File: src/rtl/halt_ctrl_pkg.sv
package halt_ctrl_pkg;

    typedef enum logic [1:0] {
        ST_BOOT,
        ST_RUN,
        ST_HALT,
        ST_STEP
    } hc_state_t;

    localparam logic [2:0] CAUSE_EBREAK  = 3'd1;
    localparam logic [2:0] CAUSE_TRIG    = 3'd2;
    localparam logic [2:0] CAUSE_HALT    = 3'd3;
    localparam logic [2:0] CAUSE_STEP    = 3'd4;
    localparam logic [2:0] CAUSE_RSTHALT = 3'd5;
    localparam logic [2:0] CAUSE_GROUP   = 3'd6;

    localparam logic [1:0] PRIV_U    = 2'd0;
    localparam logic [1:0] PRIV_S    = 2'd1;
    localparam logic [1:0] PRIV_RSVD = 2'd2;
    localparam logic [1:0] PRIV_M    = 2'd3;

    localparam logic [3:0] DBG_VERSION = 4'd4;

    typedef struct packed {
        logic       brk_m;
        logic       brk_s;
        logic       brk_u;
        logic       step_irq_en;
        logic       freeze_cnt;
        logic       freeze_tmr;
        logic [2:0] why;
        logic       single_step;
        logic [1:0] ret_priv;
    } hc_fields_t;

endpackage

File: src/rtl/halt_cause_arb.sv
module halt_cause_arb
    import halt_ctrl_pkg::*;
#(
    parameter int N_SRC = 6
) (
    input  logic [N_SRC-1:0] req,      // bit 0 has the highest priority
    output logic             valid,
    output logic [2:0]       cause
);

    function automatic logic [2:0] src_code(input int idx);
        case (idx)
            0:       return CAUSE_RSTHALT;
            1:       return CAUSE_TRIG;
            2:       return CAUSE_EBREAK;
            3:       return CAUSE_STEP;
            4:       return CAUSE_HALT;
            default: return CAUSE_GROUP;
        endcase
    endfunction

    always_comb begin
        valid = |req;
        cause = '0;
        for (int i = N_SRC - 1; i >= 0; i--) begin
            if (req[i]) cause = src_code(i);
        end
    end

endmodule

File: src/rtl/halt_csr_file.sv
module halt_csr_file
    import halt_ctrl_pkg::*;
#(
    parameter int XLEN         = 32,
    parameter bit HAS_STOPTIME = 1'b1
) (
    input  logic            clk,
    input  logic            rst_n,
    input  logic            wr_en,
    input  logic [XLEN-1:0] wdata,
    input  logic            cap_en,
    input  logic [2:0]      cap_cause,
    input  logic [1:0]      cap_priv,
    output hc_fields_t      fld,
    output logic [XLEN-1:0] img
);

    localparam int PAD_W = XLEN - 32;

    hc_fields_t fld_q;
    logic       tmr_q;

    always_ff @(posedge clk or negedge rst_n) begin
        if (!rst_n) begin
            fld_q <= '0;
        end else if (cap_en) begin
            fld_q.why      <= cap_cause;
            fld_q.ret_priv <= cap_priv;
        end else if (wr_en) begin
            fld_q.brk_m       <= wdata[15];
            fld_q.brk_s       <= wdata[13];
            fld_q.brk_u       <= wdata[12];
            fld_q.step_irq_en <= wdata[11];
            fld_q.freeze_cnt  <= wdata[10];
            fld_q.single_step <= wdata[2];
            if (wdata[1:0] != PRIV_RSVD) fld_q.ret_priv <= wdata[1:0];
        end
    end

    generate
        if (HAS_STOPTIME) begin : g_tmr
            always_ff @(posedge clk or negedge rst_n) begin
                if (!rst_n)                tmr_q <= 1'b0;
                else if (wr_en && !cap_en) tmr_q <= wdata[9];
            end
        end else begin : g_no_tmr
            assign tmr_q = 1'b0;
        end
    endgenerate

    always_comb begin
        fld            = fld_q;
        fld.freeze_tmr = tmr_q;
    end

    logic [31:0] img32;
    always_comb begin
        img32         = '0;
        img32[31:28]  = DBG_VERSION;
        img32[15]     = fld.brk_m;
        img32[13]     = fld.brk_s;
        img32[12]     = fld.brk_u;
        img32[11]     = fld.step_irq_en;
        img32[10]     = fld.freeze_cnt;
        img32[9]      = fld.freeze_tmr;
        img32[8:6]    = fld.why;
        img32[2]      = fld.single_step;
        img32[1:0]    = fld.ret_priv;
    end

    generate
        if (PAD_W > 0) begin : g_pad
            assign img = {{PAD_W{1'b0}}, img32};
        end else begin : g_nopad
            assign img = img32;
        end
    endgenerate

    logic unused_wbits;
    assign unused_wbits = ^{wdata[XLEN-1:16], wdata[14], wdata[8:3], fld_q.freeze_tmr};

endmodule

File: src/rtl/hart_halt_ctrl.sv
module hart_halt_ctrl
    import halt_ctrl_pkg::*;
#(
    parameter int              XLEN         = 32,
    parameter int              CSR_AW       = 12,
    parameter logic [CSR_AW-1:0] CSR_ADDR   = 12'h7B0,
    parameter bit              HAS_STOPTIME = 1'b1
) (
    input  logic              clk,
    input  logic              rst_n,
    input  logic [CSR_AW-1:0] csr_addr,
    input  logic              csr_we,
    input  logic [XLEN-1:0]   csr_wdata,
    output logic [XLEN-1:0]   csr_rdata,
    input  logic [1:0]        cur_priv,
    input  logic              ebreak_ret,
    input  logic              trig_hit,
    input  logic              halt_req,
    input  logic              reset_halt_req,
    input  logic              group_halt_req,
    input  logic              resume_req,
    input  logic              instr_ret,
    output logic              debug_mode,
    output logic [2:0]        entry_cause,
    output logic [1:0]        resume_priv,
    output logic              irq_mask,
    output logic              count_freeze,
    output logic              time_freeze,
    output logic              bkpt_exc
);

    localparam int N_SRC = 6;

    hc_state_t        state_q, state_d;
    hc_fields_t       fld;
    logic [XLEN-1:0]  img;
    logic             addr_hit, wr_en, running, brk_en, brk_go;
    logic [N_SRC-1:0] entry_req;
    logic             arb_valid;
    logic [2:0]       arb_cause;

    assign addr_hit = (csr_addr == CSR_ADDR);
    assign wr_en    = csr_we && addr_hit && (state_q == ST_HALT);
    assign running  = (state_q == ST_RUN) || (state_q == ST_STEP);

    always_comb begin
        unique case (cur_priv)
            PRIV_M:  brk_en = fld.brk_m;
            PRIV_S:  brk_en = fld.brk_s;
            PRIV_U:  brk_en = fld.brk_u;
            default: brk_en = 1'b0;
        endcase
    end

    assign brk_go = running && ebreak_ret && brk_en;

    assign entry_req[0] = (state_q == ST_BOOT) && reset_halt_req;
    assign entry_req[1] = running && trig_hit;
    assign entry_req[2] = brk_go;
    assign entry_req[3] = (state_q == ST_STEP) && instr_ret;
    assign entry_req[4] = running && halt_req;
    assign entry_req[5] = running && group_halt_req;

    halt_cause_arb #(.N_SRC(N_SRC)) u_arb (
        .req   (entry_req),
        .valid (arb_valid),
        .cause (arb_cause)
    );

    halt_csr_file #(.XLEN(XLEN), .HAS_STOPTIME(HAS_STOPTIME)) u_csr (
        .clk       (clk),
        .rst_n     (rst_n),
        .wr_en     (wr_en),
        .wdata     (csr_wdata),
        .cap_en    (arb_valid),
        .cap_cause (arb_cause),
        .cap_priv  (cur_priv),
        .fld       (fld),
        .img       (img)
    );

    // state register
    always_ff @(posedge clk or negedge rst_n) begin
        if (!rst_n) state_q <= ST_BOOT;
        else        state_q <= state_d;
    end

    // next state
    always_comb begin
        state_d = state_q;
        unique case (state_q)
            ST_BOOT: state_d = reset_halt_req ? ST_HALT : ST_RUN;
            ST_RUN,
            ST_STEP: if (arb_valid) state_d = ST_HALT;
            ST_HALT: if (resume_req) state_d = fld.single_step ? ST_STEP : ST_RUN;
            default: state_d = ST_BOOT;
        endcase
    end

    // outputs
    always_comb begin
        debug_mode   = (state_q == ST_HALT);
        irq_mask     = (state_q == ST_STEP) && !fld.step_irq_en;
        count_freeze = fld.freeze_cnt && ((state_q == ST_HALT) || brk_go);
        time_freeze  = fld.freeze_tmr && (state_q == ST_HALT);
        bkpt_exc     = running && ebreak_ret && !brk_en;
        entry_cause  = fld.why;
        resume_priv  = fld.ret_priv;
        csr_rdata    = (addr_hit && state_q == ST_HALT) ? img : '0;
    end

endmodule

File: config.mk
export PLATFORM = sky130hd
export DESIGN_NAME = hart_halt_ctrl
export DESIGN_NICKNAME = d
export VERILOG_FILES = /design/src/rtl/halt_ctrl_pkg.sv /design/src/rtl/halt_cause_arb.sv /design/src/rtl/halt_csr_file.sv /design/src/rtl/hart_halt_ctrl.sv
export SDC_FILE = /design/constraint.sdc
export NUM_CORES = 1
export LEC_CHECK = 0
export ABC_AREA = 0
export CORE_MARGIN = 3
export CORE_UTILIZATION = 37
export CTS_CLUSTER_SIZE = 14
export DETAILED_ROUTE_END_ITERATION = 7
export MAX_ROUTING_LAYER = met4
export PLACE_DENSITY_LB_ADDON = 0.2
export SLEW_MARGIN = 30
export SYNTH_ARGS = -nofsm -noshare
export SYNTH_HDL_FRONTEND = slang
export SYNTH_HIERARCHICAL = 1
export SYNTH_SLANG_ARGS = --single-unit
File: constraint.sdc
create_clock -name clk -period 5.3 [get_ports clk]
set_input_delay 0.795 -clock clk [delete_from_list [all_inputs] [get_ports clk]]
set_output_delay 0.795 -clock clk [all_outputs]
set_load 0.01 [all_outputs]
---- After elaboration in Yosys (flattened, before gate mapping) ----
Cells that the tools add are included.
storage, ports and cells
  register bits ........................... 14
  input port bits ......................... 56
  output and inout bits ................... 42
  logic and storage cells ................. 65
operators by class
  equality and inequality tests ........... 9
  muxes and demuxes ....................... 16
  bitwise gates (word level) .............. 1
  reductions and logical operators ........ 29
operators with widths
  kind                                                               count
  31-bit two-way mux                                                 1
  3-bit two-way mux                                                  6
  1-bit logical AND                                                  15
  2-bit two-way mux                                                  7
  12-bit by 11-bit == test with 1-bit output, second input constant  1
  2-bit == test, second input constant                               3
  2-bit one-hot mux with 3 select lines                              1
  2-bit AND reduction                                                3
  6-bit OR reduction                                                 1
  2-bit by 1-bit == test with 1-bit output, second input constant    2
  2-bit zero test                                                    2
  2-bit != test, second input constant                               2
  2-bit nonzero test                                                 2
  1-bit zero test                                                    3
  1-bit one-hot mux with 3 select lines                              1
  1-bit logical OR                                                   2
  2-bit by 1-bit != test with 1-bit output, second input constant    1
  2-bit OR reduction                                                 1
  1-bit NOT                                                          1

---- Longest topological paths before layout ----
Gate-level depths: netlist (run 1).
  word-level depth ........................ 9
  depth in mapped cells ................... 9
  mapped depth without buffers ............ 6

---- Modules after synthesis ----
The synthesis (run 1) kept the hierarchy.
modules (own cells, without submodules)
  module          times used  cells an instance  area each (um2)  seq. area each (um2)
  halt_csr_file   1           68                 778.2            300.3
  hart_halt_ctrl  1           67                 479.2            50.0
  halt_cause_arb  1           12                 61.3             0.0

---- Least setup slack after synthesis (run 1) ----
No wires, ideal clock.
  path type ............................... input to output
  start point ............................. input port csr_addr[0]
  end point ............................... output port csr_rdata[10]
  arrival time ............................ 1604 ps
  required time ........................... 4505 ps
  setup slack ............................. 2901 ps
  stages on the path ...................... 4
  buffers on the path ..................... 1
  cell sequence ........................... nor4_1 > and4_4 > buf_6 > and2_1
on the way
  longest elaborated chain between the ends .. 3
ends and longest elaborated chain
  element                                     line                   text
  start: declaration                          hart_halt_ctrl.sv:11   input logic [CSR_AW-1:0] csr_addr,
  12-bit by 11-bit == test with 1-bit output  hart_halt_ctrl.sv:42   assign addr_hit = (csr_addr == CSR_ADDR);
  1-bit logical AND                           hart_halt_ctrl.sv:109  csr_rdata = (addr_hit && state_q == ST_HALT) ? img : '0;
  31-bit two-way mux                          hart_halt_ctrl.sv:109
  end: declaration                            hart_halt_ctrl.sv:14   output logic [XLEN-1:0] csr_rdata,
No other way between the ends.

---- Worst setup path after layout (run 1) ----
  start point ............................. input port cur_priv[0]
  end point ............................... output port count_freeze
on the way
  longest elaborated chain between the ends .. 5
  elaborated cells on any way between the ends .. 7
  those cells by class .................... eq/ne: 2; mux: 1; reduce/logical: 4
ends and longest elaborated chain
  element                                                           line                   text
  start: declaration                                                hart_halt_ctrl.sv:15   input logic [1:0] cur_priv,
  2-bit by 1-bit == test with 1-bit output (tied with other cells)  hart_halt_ctrl.sv:47   unique case (cur_priv)
  1-bit one-hot mux with 3 select lines (*)                         hart_halt_ctrl.sv:47
  1-bit logical AND (*)                                             hart_halt_ctrl.sv:55   assign brk_go = running && ebreak_ret && brk_en;
  via brk_go                                                        hart_halt_ctrl.sv:37   logic addr_hit, wr_en, running, brk_en, brk_go;
  1-bit logical OR (*)                                              hart_halt_ctrl.sv:104  count_freeze = fld.freeze_cnt && ((state_q == ST_HALT) || brk_go);
  1-bit logical AND (*)                                             hart_halt_ctrl.sv:104
  end: declaration                                                  hart_halt_ctrl.sv:27   output logic count_freeze,
Mark *: on every way through the listed nets, which the timed path passes. The rest lies on a longest branch.

==> flow_summary.json, run 1 <==
{
  "setup_ws_ns": 1.78,
  "gr-total-overflow": 0,
  "synth.cell_area_mm2": 0.00132,
  "synth_compound_area_frac": 0.0750,
  "grt_pass1_vias": 929,
  "post-route-period-util": 0.664,
  "cts_buffer_depth": 2,
  "p_per_area_mw_per_mm2": 264,
  "die_area_mm2": 0.00432,
  "r2r_slack_ns": 2.94,
  "synth_simple_gate_area_frac": 0.282,
  "maxSlewViolCount": 0,
  "diodes": 0,
  "max-cap-violations": 0,
  "drt_wl_total_mm": 2.71,
  "crit_path_end_kind": "primary output",
  "endpoint": "count_freeze",
  "path_class": "input pin to primary output",
  "portBuffers": 55,
  "dieHeight_um": 65.7,
  "skew_ns": 0.00379,
  "power_leakage_nw": 0.760,
  "hold_violations": 0,
  "min_path_type": "flop to flop",
  "post_cts_buffers": 0,
  "cts_buffers": 3,
  "ant_nets": 0,
  "cts_resized": 0,
  "ys_seq_area_frac": 0.266,
  "grt_antenna_before_repair": 0,
  "crit_slowest_cell": "clkdlybuf4s50_1",
  "crit_top_cell": "clkdlybuf4s50_1",
  "nets": 242,
  "detailroute.via_count": 984,
  "yosysWarnings": 6,
  "synth-adder-area-share": 0,
  "cp.required_ns": 4.51,
  "worstReg2RegEnd": "u_csr/fld[2]$_DFFE_PN0P_",
  "outcome": "finished clean",
  "routedWlPerCell_um": 11.7,
  "cts_root_buf": "clkbuf_4",
  "core_mm2": 0.00339,
  "fin_setup_tns_ns": 0,
  "final_util": 0.507,
  "clock.fmax_mhz": 284,
  "synth_seq_cells": 14,
  "area_growth_pct": 30.3,
  "postSynthCellCount": 147,
  "post-dp-hpwl_mm": 2.16,
  "vias_per_cell": 4.26,
  "hold_buffers": 0,
  "fin_area_mm2": 0.00172,
  "htree_num_levels": 1,
  "synth_top_family_by_area": "simple AND/OR/NAND/NOR gates",
  "slowest_delay_ns": 0.54,
  "syn_area_per_cell_um2": 8.97,
  "path_depth": 5,
  "synth-xor-area-share": 0,
  "ios": 98,
  "ff2ff_path_depth": 6,
  "drt_first_pass_iters": 4,
  "rows": 21,
  "worst_skew_pair.late_latency_ns": 0.27,
  "crit_buf_inv": 2,
  "rsz0062_at_grt": "no",
  "synth_cell_type_count": 33,
  "grt_first_pass_wirelength_mm": 4.21,
  "crit_path_start": "cur_priv[0]",
  "tritoncts": "done",
  "drt_iter0_markers": 8,
  "cp_max_fo": 5,
  "fin_crit_ns": 3.52,
  "grt_start_max_net_pins": 34,
  "cp-start-kind": "input pin",
  "path_cells": "clkdlybuf4s50_1 > mux2i_1 > a211oi_1 > o21a_1 > clkdlybuf4s50_1",
  "worst_r2r_startpoint": "u_csr/fld[10]$_DFFE_PN0P_",
  "clkSinkCount": 14,
  "place_area_mm2": 0.00168,
  "nFillCells": 329,
  "max-vdd-ir-drop_uv": 187,
  "setup_viol": 0,
  "initial_utilization": 0.389,
  "place_congestion": 0.735,
  "holdPathStages": 1,
  "synth_mux_area_frac": 0.120,
  "critPathTopFamily": "buffers and inverters",
  "track_usage": 0.124,
  "tightest_slew_ns": 0.638,
  "drc": 0,
  "arrival_ns": 2.72,
  "die_w_um": 65.7,
  "dp_slack_ns": 1.77,
  "slew_headroom": 0.573,
  "drive_gt1_frac": 0.0865,
  "cts.clk_slew.worst_paths_ns": 0.09
}
## worst reg2reg max path, stage by stage, from the launching register on
cell,delay (ns)
dfrtp_1,0.40
mux2i_1,0.20
a211oi_1,0.18
nor4_1,0.31
nand3_1,0.39
nor2b_4,0.45
mux2_4,0.34
## sequential cells by signal, indices dropped and copies added, names as in the netlist
name / cells
u_csr/fld: 11
state_q: 2
u_csr/tmr_q: 1
## synthesized netlist by cell type
cell type	instances	area (um2)
and2_1	37	231
buf_4	33	248
dfrtp_1	14	350
mux2_4	7	105
inv_1	5	18.8
nand2_1	5	18.8
nor2_1	5	18.8
a21oi_1	4	20.0
buf_6	4	45.0
mux2_2	3	33.8
and4b_1	2	20.0
conb_1	2	7.51
mux2i_1	2	20.0
nor3b_1	2	15.0
nor4_1	2	12.5
o21a_1	2	15.0
o21ai_0	2	10.0
a211oi_1	1	7.51
a21boi_0	1	7.51
a21o_1	1	7.51
a221oi_1	1	8.76
a311oi_1	1	8.76
and2b_1	1	7.51
and3_1	1	6.26
and4_4	1	11.3
buf_2	1	5.00
buf_8	1	15.0
nand2b_1	1	6.26
nand3_1	1	5.00
nor2b_4	1	13.8
nor3_1	1	5.00
o22ai_1	1	6.26
o31ai_1	1	7.51
## area by class of cell
class                      count  area [um2]  share of cell area
timing repair buffer          55         551               0.320
clock buffer                   4        36.3              0.0211
inverter                       5        18.8              0.0109
multi-input combinational    107         704               0.410
tap                           46        57.6              0.0335
sequential                    14         350               0.204
## cell usage in the layout, fill, tap and decap left out, drive strengths merged, types with 2 or more instances in the layout
cell / n
conb: 20
clkbuf: 4
a21oi: 4
nor2: 5
clkdlybuf4s50: 55
and4b: 2
and2: 37
nand2: 5
nor4: 2
o21ai: 2
inv: 5
mux2: 10
mux2i: 2
nor3b: 2
o21a: 2
dfrtp: 14
## stage by stage
stage	hold slack, ns	instances	power [mW]
after floorplan	0.499	165	0.316
after global placement	0.505	227	0.374
after detailed placement	0.509	227	0.382
after CTS	0.536	231	0.459
after global routing	0.553	231	0.489
final	0.530	231	0.453
## power by group
part           internal [mW]  switching (mW)
clock network         0.0417          0.0335
logic                  0.122          0.0933
registers              0.133          0.0298
total                  0.297           0.157
## worst min path at each step
| stage | from | endpoint | slack [ns] |
|---|---|---|---|
| 2_1_floorplan | rst_n | state_q[0]$_DFFE_PN0P_ | 0.50 |
| 3_3_place_gp | u_csr/tmr_q$_DFFE_PN0P_ | u_csr/tmr_q$_DFFE_PN0P_ | 0.50 |
| 3_5_place_dp | u_csr/tmr_q$_DFFE_PN0P_ | u_csr/tmr_q$_DFFE_PN0P_ | 0.51 |
| 4_1_cts | u_csr/tmr_q$_DFFE_PN0P_ | u_csr/tmr_q$_DFFE_PN0P_ | 0.54 |
| 5_1_grt | u_csr/tmr_q$_DFFE_PN0P_ | u_csr/tmr_q$_DFFE_PN0P_ | 0.55 |
| 6_report | u_csr/tmr_q$_DFFE_PN0P_ | u_csr/tmr_q$_DFFE_PN0P_ | 0.53 |
## layer usage
| layer | up-vias | wire, um | global-route usage |
|---|---|---|---|
| met3 | 0 | 247 | 0.0222 |
| met5 | - | 0 | - |
| met4 | 0 | 0 | 0.00777 |
| met1 | 436 | 1180 | 0.152 |
| met2 | 46 | 1280 | 0.223 |
| li1 | 502 | - | - |
## cells by family after synthesis
| group | after synthesis |
|---|---|
| AO/OA/AOI/OAI | 15 |
| buffers and inverters | 44 |
| flip-flops | 14 |
| multiplexers | 12 |
| other | 2 |
| AND/OR/NAND/NOR | 60 |
Power figures use the tool's default switching activity.
==> run 2: changes to the inputs <==
--- a/config.mk
+++ b/config.mk
@@ -7,7 +7,7 @@
 export LEC_CHECK = 0
 export ABC_AREA = 0
 export CORE_MARGIN = 3
-export CORE_UTILIZATION = 37
+export CORE_UTILIZATION = 31
 export CTS_CLUSTER_SIZE = 14
 export DETAILED_ROUTE_END_ITERATION = 7
 export MAX_ROUTING_LAYER = met4
==> constraint.sdc (replaced) <==
create_clock -name clk -period 2.8 [get_ports clk]
set_input_delay 0.42 -clock clk [delete_from_list [all_inputs] [get_ports clk]]
set_output_delay 0.42 -clock clk [all_outputs]
set_load 0.01 [all_outputs]
==> run 2 against run 1 <==
  * Combinational power grew 110%
  * Register-to-register slack lost 2.3 ns
  * Final area grew 1.9%
  * Count of clock-buffer cells in the layout shrank 1
  * Sequential power grew 81%
  * Sequential cell count is the same
  * Core utilization shrank 7.5 points
  * Hold slack lost 0.0072 ns
  * Clock skew shrank 0.0015 ns
  * Final cell count grew 2.6%
  * First-iteration DRC count grew 13%
==> flow_summary.json, run 2 (synthesis gave the netlist of run 1 again) <==
{
  "tritoncts": "done",
  "portBuffers": 55,
  "final_util": 0.431,
  "slowest_delay_ns": 0.54,
  "tightest_slew_ns": 0.639,
  "maxSlewViolCount": 0,
  "detailroute.via_count": 1027,
  "vias_per_cell": 4.33,
  "cts_resized": 0,
  "p_comb_frac": 0.498,
  "max-vdd-ir-drop_uv": 266,
  "grt_first_pass_wirelength_mm": 4.76,
  "largest_reg_flops": 11,
  "multi_input_area_um2": 704,
  "p_int_mw": 0.599,
  "setup_ws_ns": 0.137,
  "worst_skew_pair.late_latency_ns": 0.24,
  "sequentialPowerShare": 0.325,
  "fin_crit_ns": 2.66,
  "grt_start_max_net_pins": 34,
  "fin_setup_tns_ns": 0,
  "rsz0062_at_grt": "no",
  "crit_path_end_kind": "primary output",
  "skew_ns": 0.00232,
  "outcome": "finished clean",
  "nets": 245,
  "ant_nets": 0,
  "cts_buffer_depth": 2,
  "mostFrequentLayoutCells": "clkdlybuf4s50_1, and2_1, conb_1",
  "cts_buffers": 3,
  "max-cap-violations": 0,
  "dieHeight_um": 71.2,
  "hp-start": "u_csr/fld[4]$_DFFE_PN0P_",
  "rows": 23,
  "r2r_slack_ns": 0.60,
  "drt_first_pass_iters": 4,
  "diodes": 0,
  "ff2ff_path_depth": 5,
  "die_area_mm2": 0.00507,
  "pwr-share-clk": 0.177,
  "crit_buf_inv": 2,
  "grt_pass1_vias": 1045,
  "drive_gt1_frac": 0.0963,
  "setup_viol": 0,
  "post_cts_buffers": 0,
  "critPathTopFamily": "buffers and inverters",
  "crit_top_cell": "clkdlybuf4s50_1",
  "worstReg2RegEnd": "u_csr/fld[10]$_DFFE_PN0P_",
  "worst_r2r_startpoint": "state_q[1]$_DFFE_PN0P_",
  "path_cells": "clkdlybuf4s50_1 > nor4_1 > and4_4 > and2_1 > clkdlybuf4s50_1",
  "arrival_ns": 2.24,
  "final_common_cell": "clkdlybuf4s50_1",
  "post-dp-hpwl_mm": 2.42,
  "routedWlPerCell_um": 12.3,
  "clkSinkCount": 14,
  "power_leakage_nw": 0.775,
  "clock.fmax_mhz": 375,
  "initial_utilization": 0.325,
  "ff_latch_area_um2": 350,
  "holdPathStages": 1,
  "die_w_um": 71.2,
  "cp-start-kind": "input pin",
  "gr-total-overflow": 0,
  "core_mm2": 0.00406,
  "area_growth_pct": 32.7,
  "nFillCells": 403,
  "cp.required_ns": 2.38,
  "grt_antenna_before_repair": 0,
  "p_switching_mw": 0.304,
  "drc": 0,
  "hold_buffers": 0,
  "hold_violations": 0,
  "crit_slowest_cell": "clkdlybuf4s50_1",
  "slew_headroom": 0.573,
  "place_congestion": 0.689,
  "cp_max_fo": 33,
  "drt_iter0_markers": 9,
  "path_class": "input pin to primary output",
  "htree_num_levels": 1,
  "hold_end": "u_csr/fld[4]$_DFFE_PN0P_",
  "min_path_type": "flop to flop",
  "track_usage": 0.119,
  "switching_share": 0.336,
  "drt_wl_total_mm": 2.91,
  "dp_slack_ns": -0.0278,
  "post-route-period-util": 0.951,
  "ios": 98,
  "p_per_area_mw_per_mm2": 516,
  "cts_root_buf": "clkbuf_8",
  "cts.clk_slew.worst_paths_ns": 0.05
}
run 2: cell types whose count changed in the layout (fill, tap and decap cells not counted):
cell      previous run  this run
buf_4                0         3
clkbuf_4             3         0
clkbuf_8             1         3
run 2: worst max path at each step:
stage | from | end | slack, ns | depth (start not counted)
finish | csr_addr[0] | csr_rdata[13] | 0.14 | 5
global route | csr_addr[0] | csr_rdata[0] | 0.0008 | 5
CTS | csr_addr[0] | csr_rdata[2] | 0.08 | 5
detailed placement | cur_priv[0] | u_csr/fld[10]$_DFFE_PN0P_ | -0.03 | 8
global placement | cur_priv[0] | u_csr/fld[7]$_DFFE_PN0P_ | -0.00008 | 8
floorplan | cur_priv[0] | u_csr/fld[10]$_DFFE_PN0P_ | 0.81 | 8
run 2: power by group through the flow:
stage	Combinational, mW	Clock, mW	Sequential [mW]
6_report	0.450	0.160	0.293
5_1_grt	0.501	0.178	0.303
3_5_place_dp	0.453	0	0.299
4_1_cts	0.456	0.168	0.295
3_3_place_gp	0.445	0	0.295
2_1_floorplan	0.295	0	0.304
run 2: through the flow:
stage                     instance area [um2]  hold slack [ns]  power [mW]  std cells
after floorplan                          1390            0.124       0.599        165
after global placement                   1710            0.510       0.740        234
after detailed placement                 1710            0.515       0.752        234
after CTS                                1750            0.528       0.919        237
after global routing                     1750            0.559       0.982        237
final                                    1750            0.523       0.903        237
run 2: worst reg2reg max path: cells and delay by family, from the launching register on:
family           cells  cell delay (ns)
AND/OR/NAND/NOR      4             1.28
flip-flops           1             0.47
multiplexers         1             0.33
run 2: metal layers:
| metal | vias to the layer above | wire length [um] | part of all wire | track usage |
|---|---|---|---|---|
| met4 | 0 | 38 | 0.013 | 0.0397 |
| met1 | 464 | 1120 | 0.39 | 0.128 |
| met5 | - | 0 | 0 | - |
| li1 | 507 | - | - | - |
| met2 | 52 | 1480 | 0.51 | 0.212 |
| met3 | 4 | 264 | 0.091 | 0.0295 |
run 2: area by class of cell:
class                           instances  share of cell area
Clock buffer                            3              0.0236
Sequential cell                        14               0.200
Tap cell                               50              0.0357
Timing Repair Buffer                   58               0.327
Inverter                                5              0.0107
Multi-Input combinational cell        107               0.402
==> run 3: changes to the inputs <==
--- a/config.mk
+++ b/config.mk
@@ -12,6 +12,7 @@
 export DETAILED_ROUTE_END_ITERATION = 7
 export MAX_ROUTING_LAYER = met4
 export PLACE_DENSITY_LB_ADDON = 0.2
+export REMOVE_ABC_BUFFERS = 1
 export SLEW_MARGIN = 30
 export SYNTH_ARGS = -nofsm -noshare
 export SYNTH_HDL_FRONTEND = slang
==> run 3 against run 2 <==
  * Final area down 0.43%
  * Power down 2.0%
  * Count of clock-buffer cells in the layout unchanged
  * Critical endpoint is now csr_rdata[11]
  * Largest cell class unchanged
==> flow_summary.json, run 3 (synthesis gave the netlist of run 1 again) <==
{
  "core_mm2": 0.00406,
  "max-cap-violations": 0,
  "hp-start": "u_csr/tmr_q$_DFFE_PN0P_",
  "cts_buffers": 3,
  "grt_first_pass_wirelength_mm": 4.52,
  "hold_violations": 0,
  "placed_cells": 233,
  "crit_buf_inv": 2,
  "tightest_slew_ns": 0.615,
  "ios": 98,
  "cp-start-kind": "input pin",
  "path_class": "input pin to primary output",
  "post-dp-hpwl_mm": 2.34,
  "grt_start_max_net_pins": 34,
  "area_growth_pct": 32.2,
  "portBuffers": 55,
  "rsz0062_at_grt": "no",
  "place_area_mm2": 0.00170,
  "arrival_ns": 2.23,
  "cts_root_buf": "clkbuf_8",
  "fin_setup_tns_ns": 0,
  "cts.clk_slew.worst_paths_ns": 0.05,
  "post-route-period-util": 0.948,
  "cts_buffer_depth": 2,
  "post_cts_buffers": 0,
  "path_depth": 5,
  "drt_iter0_markers": 6,
  "die_w_um": 71.2,
  "critPathTopFamily": "buffers and inverters",
  "slowest_delay_ns": 0.54,
  "cp.required_ns": 2.38,
  "vias_per_cell": 4.30,
  "drive_gt1_frac": 0.0914,
  "tritoncts": "done",
  "clkSinkCount": 14,
  "die_area_mm2": 0.00507,
  "rows": 23,
  "cts_resized": 0,
  "fin_area_mm2": 0.00174,
  "min_path_type": "flop to flop",
  "track_usage": 0.113,
  "drt_first_pass_iters": 4,
  "maxSlewViolCount": 0,
  "dieHeight_um": 71.2,
  "power_leakage_nw": 0.770,
  "gr-total-overflow": 0,
  "crit_slowest_cell": "clkdlybuf4s50_1",
  "crit_path_start": "csr_addr[0]",
  "ff2ff_path_depth": 5,
  "htree_num_levels": 1,
  "slew_headroom": 0.589,
  "path_cells": "clkdlybuf4s50_1 > nor4_1 > and4_4 > and2_1 > clkdlybuf4s50_1",
  "crit_path_end_kind": "primary output",
  "ant_nets": 0,
  "initial_utilization": 0.325,
  "nets": 244,
  "fin_crit_ns": 2.65,
  "mostFrequentLayoutCells": "clkdlybuf4s50_1, and2_1, conb_1",
  "max-vdd-ir-drop_uv": 269,
  "routedWlPerCell_um": 12.1,
  "diodes": 0,
  "detailroute.via_count": 1015,
  "final_util": 0.430,
  "outcome": "finished clean",
  "skew_ns": 0.000919,
  "hold_buffers": 0,
  "final_common_cell": "clkdlybuf4s50_1",
  "cp_max_fo": 33,
  "grt_pass1_vias": 1053,
  "largest_reg_flops": 11,
  "setup_viol": 0,
  "holdPathStages": 1,
  "grt_antenna_before_repair": 0,
  "instances_no_fill": 236,
  "worst_skew_pair.late_latency_ns": 0.24,
  "drc": 0,
  "drt_wl_total_mm": 2.85,
  "p_per_area_mw_per_mm2": 508,
  "clock.fmax_mhz": 377,
  "worst_r2r_startpoint": "state_q[0]$_DFFE_PN0P_",
  "place_congestion": 0.751,
  "crit_top_cell": "clkdlybuf4s50_1"
}
## run 3: cell types whose count changed in the layout (fill, tap and decap cells not counted)
cell   previous run  this run
buf_4             3         2
## run 3: worst register-to-register path, stage by stage (launching register included)
cell and delay (ns):
dfrtp_1 0.48, and2b_1 0.32, and4_4 0.41, and2_1 0.24, nor2b_4 0.35, mux2_4 0.34
## run 3: report_power, final
part | internal (mW) | switching, mW | total, mW
Sequential | 0.252 | 0.0528 | 0.305
Combinational | 0.243 | 0.179 | 0.422
Clock | 0.0949 | 0.0635 | 0.158
## run 3: metrics by stage
stage               setup WS [ns]  total power, mW  hold slack (ns)
finish                      0.146            0.885            0.524
global route               0.0121            0.948            0.551
CTS                         0.110            0.902            0.530
detailed placement          0.108            0.739            0.518
global placement            0.119            0.728            0.513
floorplan                   0.694            0.511            0.124
## run 3: path summary, 6_finish.rpt
check | endpoint | slack (ns)
max | csr_rdata[11] | 0.15
min | u_csr/tmr_q$_DFFE_PN0P_ | 0.52
max reg2reg | u_csr/fld[9]$_DFFE_PN0P_ | 0.54
min reg2reg | u_csr/tmr_q$_DFFE_PN0P_ | 0.52
max in group asynchronous | u_csr/fld[1]$_DFFE_PN0P_ | 1.84
min in group asynchronous | u_csr/fld[9]$_DFFE_PN0P_ | 0.57
## run 3: area by class of cell
cell class,count,area (um2)
fillers,417,2310
inverters,5,18.8
repair buffers,57,566
flip-flops and latches,14,350
clock buffers,3,41.3
multi-input cells,107,704
well taps,50,62.6
## run 3: metal layers
layer,global-route usage,part of all wire,vias up
li1,-,-,507
met1,0.125,0.39,449
met2,0.203,0.50,55
met3,0.0224,0.10,4
met4,0.0376,0.0091,0
met5,-,0,-
